--- config.mk ---
export PLATFORM = sky130hd
export DESIGN_NAME = fpmul_core
export DESIGN_NICKNAME = d
export VERILOG_FILES = /design/src/rtl/fpm_pkg.sv /design/src/rtl/fpm_unpack.sv /design/src/rtl/fpm_normalize.sv /design/src/rtl/fpm_round_pack.sv /design/src/rtl/fpmul_core.sv
export SDC_FILE = /design/constraint.sdc
export NUM_CORES = 2
export LEC_CHECK = 0
export BUFFER_PORTS_ARGS = -buffer_cell sky130_fd_sc_hd__buf_2
export CORE_ASPECT_RATIO = 2
export CORE_MARGIN = 2
export CORE_UTILIZATION = 60
export DETAILED_ROUTE_END_ITERATION = 8
export GPL_ROUTABILITY_DRIVEN = 0
export PLACE_DENSITY = 0.83
export SYNTH_ARGS = -nofsm -noshare
export SYNTH_HDL_FRONTEND = slang
export SYNTH_SLANG_ARGS = --single-unit
--- constraint.sdc ---
create_clock -name clk -period 18.94 [get_ports clk]
set_input_delay 0.947 -clock clk [delete_from_list [all_inputs] [get_ports clk]]
set_output_delay 0.947 -clock clk [all_outputs]
set_load 0.005 [all_outputs]
--- src/rtl/fpm_pkg.sv ---
package fpm_pkg;
    localparam int EXP_W   = 8;
    localparam int FRAC_W  = 23;
    localparam int WORD_W  = 1 + EXP_W + FRAC_W;
    localparam int MANT_W  = FRAC_W + 1;
    localparam int PROD_W  = 2 * MANT_W;
    localparam int EXPI_W  = EXP_W + 2;
    localparam int EXP_MAX = (1 << EXP_W) - 1;
    localparam int BIAS    = (1 << (EXP_W - 1)) - 1;

    localparam logic signed [EXPI_W-1:0] EXPI_MAX  = EXPI_W'(EXP_MAX);
    localparam logic signed [EXPI_W-1:0] EXPI_BIAS = EXPI_W'(BIAS);
    localparam logic signed [EXPI_W-1:0] EXPI_ZERO = '0;

    localparam logic [WORD_W-1:0] CANON_NAN =
        {1'b0, {EXP_W{1'b1}}, 1'b1, {(FRAC_W-1){1'b0}}};

    typedef struct packed {
        logic invalid;
        logic overflow;
        logic underflow;
        logic denorm;
    } flags_t;

    typedef struct packed {
        logic              is_zero;
        logic              is_inf;
        logic              is_nan;
        logic              is_sub;
        logic [MANT_W-1:0] mant;
    } opcls_t;

    typedef struct packed {
        logic                     valid;
        logic                     special;
        logic [WORD_W-1:0]        spec_res;
        flags_t                   spec_flags;
        logic                     sign;
        logic signed [EXPI_W-1:0] exp_sum;
        logic [PROD_W-1:0]        prod;
    } stage1_t;

    typedef struct packed {
        logic                     valid;
        logic                     special;
        logic [WORD_W-1:0]        spec_res;
        flags_t                   spec_flags;
        logic                     sign;
        logic signed [EXPI_W-1:0] exp_n;
        logic [FRAC_W-1:0]        frac;
        logic                     guard;
        logic                     sticky;
    } stage2_t;

    typedef struct packed {
        logic              valid;
        logic [WORD_W-1:0] res;
        flags_t            flags;
    } stage3_t;
endpackage

--- src/rtl/fpm_unpack.sv ---
module fpm_unpack
    import fpm_pkg::*;
(
    input  logic [WORD_W-1:0] word,
    output opcls_t            cls,
    output logic [EXP_W-1:0]  exp_f
);
    logic [FRAC_W-1:0] frac_f;
    logic              exp_ones;
    logic              exp_zero;
    logic              frac_zero;

    always_comb begin
        exp_f       = word[WORD_W-2 -: EXP_W];
        frac_f      = word[FRAC_W-1:0];
        exp_ones    = &exp_f;
        exp_zero    = ~|exp_f;
        frac_zero   = ~|frac_f;
        cls.is_zero = exp_zero & frac_zero;
        cls.is_sub  = exp_zero & ~frac_zero;
        cls.is_inf  = exp_ones & frac_zero;
        cls.is_nan  = exp_ones & ~frac_zero;
        cls.mant    = {~exp_zero, frac_f};
    end
endmodule

--- src/rtl/fpm_normalize.sv ---
module fpm_normalize
    import fpm_pkg::*;
(
    input  logic [PROD_W-1:0]        prod,
    input  logic signed [EXPI_W-1:0] exp_in,
    output logic [FRAC_W-1:0]        frac,
    output logic                     guard,
    output logic                     sticky,
    output logic signed [EXPI_W-1:0] exp_out
);
    always_comb begin
        if (prod[PROD_W-1]) begin
            frac    = prod[PROD_W-2 -: FRAC_W];
            guard   = prod[PROD_W-2-FRAC_W];
            sticky  = |prod[PROD_W-3-FRAC_W:0];
            exp_out = exp_in + EXPI_W'(1);
        end else begin
            frac    = prod[PROD_W-3 -: FRAC_W];
            guard   = prod[PROD_W-3-FRAC_W];
            sticky  = |prod[PROD_W-4-FRAC_W:0];
            exp_out = exp_in;
        end
    end
endmodule

--- src/rtl/fpm_round_pack.sv ---
module fpm_round_pack
    import fpm_pkg::*;
(
    input  logic                     sign,
    input  logic signed [EXPI_W-1:0] exp_in,
    input  logic [FRAC_W-1:0]        frac,
    input  logic                     guard,
    input  logic                     sticky,
    output logic [WORD_W-1:0]        word,
    output logic                     ovf,
    output logic                     unf
);
    logic                     inc;
    logic [FRAC_W:0]          sum;
    logic signed [EXPI_W-1:0] exp_r;

    always_comb begin
        inc   = guard & (sticky | frac[0]);
        sum   = {1'b0, frac} + (FRAC_W+1)'(inc);
        exp_r = exp_in + EXPI_W'(sum[FRAC_W]);
        ovf   = 1'b0;
        unf   = 1'b0;
        if (exp_r >= EXPI_MAX) begin
            ovf  = 1'b1;
            word = {sign, {EXP_W{1'b1}}, {FRAC_W{1'b0}}};
        end else if (exp_r <= EXPI_ZERO) begin
            unf  = 1'b1;
            word = {sign, {(WORD_W-1){1'b0}}};
        end else begin
            word = {sign, exp_r[EXP_W-1:0], sum[FRAC_W-1:0]};
        end
    end
endmodule

--- src/rtl/fpmul_core.sv ---
module fpmul_core
    import fpm_pkg::*;
(
    input  logic              clk,
    input  logic              rst_n,
    input  logic              in_valid,
    input  logic              exc_en,
    input  logic [WORD_W-1:0] op_a,
    input  logic [WORD_W-1:0] op_b,
    output logic              out_valid,
    output logic [WORD_W-1:0] result,
    output logic              flag_invalid,
    output logic              flag_overflow,
    output logic              flag_underflow,
    output logic              flag_denorm
);
    opcls_t                   cls_a, cls_b;
    logic [EXP_W-1:0]         ea, eb;
    logic [FRAC_W-1:0]        n_frac;
    logic                     n_guard, n_sticky;
    logic signed [EXPI_W-1:0] n_exp;
    logic [WORD_W-1:0]        r_word;
    logic                     r_ovf, r_unf;

    stage1_t s1_d, s1_q;
    stage2_t s2_d, s2_q;
    stage3_t s3_d, s3_q;

    fpm_unpack unp_a_i (.word(op_a), .cls(cls_a), .exp_f(ea));
    fpm_unpack unp_b_i (.word(op_b), .cls(cls_b), .exp_f(eb));

    fpm_normalize norm_i (
        .prod(s1_q.prod), .exp_in(s1_q.exp_sum),
        .frac(n_frac), .guard(n_guard), .sticky(n_sticky), .exp_out(n_exp)
    );

    fpm_round_pack rnd_i (
        .sign(s2_q.sign), .exp_in(s2_q.exp_n), .frac(s2_q.frac),
        .guard(s2_q.guard), .sticky(s2_q.sticky),
        .word(r_word), .ovf(r_ovf), .unf(r_unf)
    );

    always_comb begin
        // stage 1: classify, multiply mantissas, sum exponents
        s1_d         = '0;
        s1_d.valid   = in_valid;
        s1_d.sign    = op_a[WORD_W-1] ^ op_b[WORD_W-1];
        s1_d.exp_sum = $signed({{(EXPI_W-EXP_W){1'b0}}, ea})
                     + $signed({{(EXPI_W-EXP_W){1'b0}}, eb}) - EXPI_BIAS;
        s1_d.prod    = cls_a.mant * cls_b.mant;
        if (cls_a.is_nan | cls_b.is_nan) begin
            s1_d.special  = 1'b1;
            s1_d.spec_res = CANON_NAN;
        end else if (cls_a.is_sub | cls_b.is_sub) begin
            s1_d.special           = 1'b1;
            s1_d.spec_res          = CANON_NAN;
            s1_d.spec_flags.denorm = exc_en;
        end else if ((cls_a.is_inf & cls_b.is_zero) | (cls_a.is_zero & cls_b.is_inf)) begin
            s1_d.special            = 1'b1;
            s1_d.spec_res           = CANON_NAN;
            s1_d.spec_flags.invalid = 1'b1;
        end else if (cls_a.is_inf | cls_b.is_inf) begin
            s1_d.special  = 1'b1;
            s1_d.spec_res = {s1_d.sign, {EXP_W{1'b1}}, {FRAC_W{1'b0}}};
        end else if (cls_a.is_zero | cls_b.is_zero) begin
            s1_d.special  = 1'b1;
            s1_d.spec_res = {s1_d.sign, {(WORD_W-1){1'b0}}};
        end

        // stage 2: normalize
        s2_d.valid      = s1_q.valid;
        s2_d.special    = s1_q.special;
        s2_d.spec_res   = s1_q.spec_res;
        s2_d.spec_flags = s1_q.spec_flags;
        s2_d.sign       = s1_q.sign;
        s2_d.exp_n      = n_exp;
        s2_d.frac       = n_frac;
        s2_d.guard      = n_guard;
        s2_d.sticky     = n_sticky;

        // stage 3: round and pack
        s3_d       = '0;
        s3_d.valid = s2_q.valid;
        if (s2_q.special) begin
            s3_d.res   = s2_q.spec_res;
            s3_d.flags = s2_q.spec_flags;
        end else begin
            s3_d.res             = r_word;
            s3_d.flags.overflow  = r_ovf;
            s3_d.flags.underflow = r_unf;
        end
    end

    always_ff @(posedge clk) begin
        if (!rst_n) begin
            s1_q <= '0;
            s2_q <= '0;
            s3_q <= '0;
        end else begin
            s1_q <= s1_d;
            s2_q <= s2_d;
            s3_q <= s3_d;
        end
    end

    assign out_valid      = s3_q.valid;
    assign result         = s3_q.res;
    assign flag_invalid   = s3_q.flags.invalid;
    assign flag_overflow  = s3_q.flags.overflow;
    assign flag_underflow = s3_q.flags.underflow;
    assign flag_denorm    = s3_q.flags.denorm;
endmodule

==> flow_summary.toml <==
[synthesis]
syn_area_per_cell_sq_um = 8.975
ys_warn_count = 0
synth_seq_cells = 146
syn_nets = 3428
netlist_area_sq_um = 24080
async_flop_share_pct = 0
synth.most_common_cell = "inv_1"
yosys.area.top_type = "fa_1"
ys.flop_type = "dfxtp_1"
ys_seq_area_share_pct = 12.14
yosysUniqueCellTypes = 56
synth_common_cells = "inv_1 (523), fa_1 (483), nand2_1 (403)"
synth_top_area_share_pct = 40.16
syn_inst = 2683
synth-edff-count = 0
synth_area_leaders = "fa_1 (40%), dfxtp_1 (12%), ha_1 (10%), inv_1 (8.2%), and2_1 (6.8%)"

[grt]
antenna_found_initial = 4
grt_pass1_vias = 21510
overflow = 0
grt_max_degree = 53
grt_pass1_wl_um = 105300
grtUsageTotal_pct = 32.04

[sta]
max_freq_mhz = 128.8
slew_viol_final = 0
hold_viol = 0
tns_ns = 0
rsz0062_at_grt = "no"
maxSlewHeadroom_pct = 43.90
fin_worst_skew_ns = 0.01540
setup_violations = 0
holdWs_ns = 0.4365
tightestPinTransition_ns = 0.8403
min_period_ns = 7.763
period_share_pct = 40.99

[clock_network]
hold_buffers = 0
clk_latency_ns = 0.46
clock_sinks = 146
numCtsBuffers = 25
cts_setup_buffers = 0
htreeDepth = 4
ctsRootBufferMaster = "clkbuf_16"
cts.path.max_buffers = 3
tritoncts = "yes"
post_cts_resized = 0
path_clk_slew_ns = 0.06

[drt]
first_pass_iters = 7
drt_iter0_markers = 1519
vias_per_cell = 5.851
drcViolationCount = 0
num_vias = 18860
drt_wl_total_um = 64960
drtAntennaViolNets = 0
wire_per_inst_um = 20.15

[critical_path]
crit_family = "adder cells"
max_stage_delay_ns = 0.55
crit_path_frequent_cell = "fa_1"
cp.arrival_ns = 8.08
cp_num_cells = 26
cp-end-kind = "flip-flop"
cp-start-kind = "input pin"
path_buf_inv = 6
crit_path_top_delay_cell = "fa_1"
critical_path_class = "in2reg"
worstPathMaxFanout = 28
cp.required_ns = 19.25
rr_worst_depth = 16

[flow_run]
drv_cap = 0

[min_path]
hp-class = "reg2reg"
hold_path_depth = 1

[floorplanning]
die_area_sq_um = 41850
row_count = 103
fp.dieH_um = 287.3
coreArea_sq_um = 39560
die_w_um = 145.7
pin_count = 105
start_util_pct = 60.86

[cells_and_area]
fin_nets = 3435
fillCellCount = 3019
area_delta_synth_final_pct = 6.126
final_core_util_pct = 64.59
drive_gt1_share_pct = 5.861
postLayoutCellArea_sq_um = 25550

[placement]
hpwl_um = 48700
io_buffers = 104
postPlaceCellArea_sq_um = 24810

[run_status]
outcome = "finished clean"
[cells in the final DEF, fill, tap and decap left out, types with 24 or more instances in the layout]
| cell type | count |
|---|---|
| inv_1 | 522 |
| fa_1 | 483 |
| nand2_1 | 403 |
| and2_1 | 263 |
| ha_1 | 194 |
| dfxtp_1 | 146 |
| nor2_1 | 129 |
| buf_2 | 104 |
| a21oi_1 | 56 |
| xor2_1 | 40 |
| xnor2_1 | 40 |
| mux2i_1 | 30 |
| a21o_1 | 30 |
| clkbuf_16 | 25 |
| and3_1 | 24 |
[through the flow]
stage,setup WS [ns],cells
2_1_floorplan,11.45,2683
3_3_place_gp,10.78,3188
3_5_place_dp,10.74,3188
4_1_cts,11.22,3221
5_1_grt,10.84,3221
6_report,11.18,3223
[routing by layer]
layer	up-vias	track usage, %	share of wire (%)
li1	8058	-	-
met2	1078	60.24	53
met4	4	22.52	8.2
met5	-	0	0.055
met1	9321	31.65	31
met3	398	5.381	7.7
[registers in the layout (all words and copies together), names as in the netlist]
name	count
flag_overflow	1
s1_q	66
out_valid	1
flag_denorm	1
s2_q	43
flag_underflow	1
flag_invalid	1
result	32
[cells by family (layout without fill, tap and decap cells)]
logic type               after synthesis  in the layout  share of synthesized area, %
adder cells (fa/ha/maj)              677            677                         50.24
multiplexers                          31             31                         1.294
AND/OR/NAND/NOR                      916            916                         18.21
flip-flops                           146            146                         12.14
other                                  0              2                             0
AO/OA/AOI/OAI                        180            180                         5.025
XOR/XNOR                              80             80                         2.910
buffers and inverters                653            666                         10.19
[final timing paths]
kind / startpoint / end / slack, ns
setup / recovery: op_a[26] / s1_q[46]$_SDFF_PN0_ / 11.18
hold / removal: s1_q[59]$_SDFF_PP0_ / s2_q[36]$_SDFF_PN0_ / 0.44
setup reg to reg: s2_q[2]$_SDFF_PN0_ / result[22]$_SDFF_PN0_ / 14.48
hold reg to reg: s1_q[59]$_SDFF_PP0_ / s2_q[36]$_SDFF_PN0_ / 0.44
[final cells by class]
| type | instances | area (sq um) | area share [%] |
|---|---|---|---|
| Inverter | 523 | 1963 | 7.682 |
| Antenna cell | 2 | 5.005 | 0.01958 |
| Multi-Input combinational cell | 1884 | 18700 | 73.19 |
| Clock buffer | 27 | 653.1 | 2.556 |
| Tap cell | 525 | 656.9 | 2.571 |
| Timing Repair Buffer | 110 | 565.5 | 2.213 |
| Clock inverter | 6 | 85.08 | 0.3329 |
| Sequential cell | 146 | 2923 | 11.44 |
Power is not shown: default switching activity piles up to over one toggle a cycle in this logic, so the estimate is an artifact.
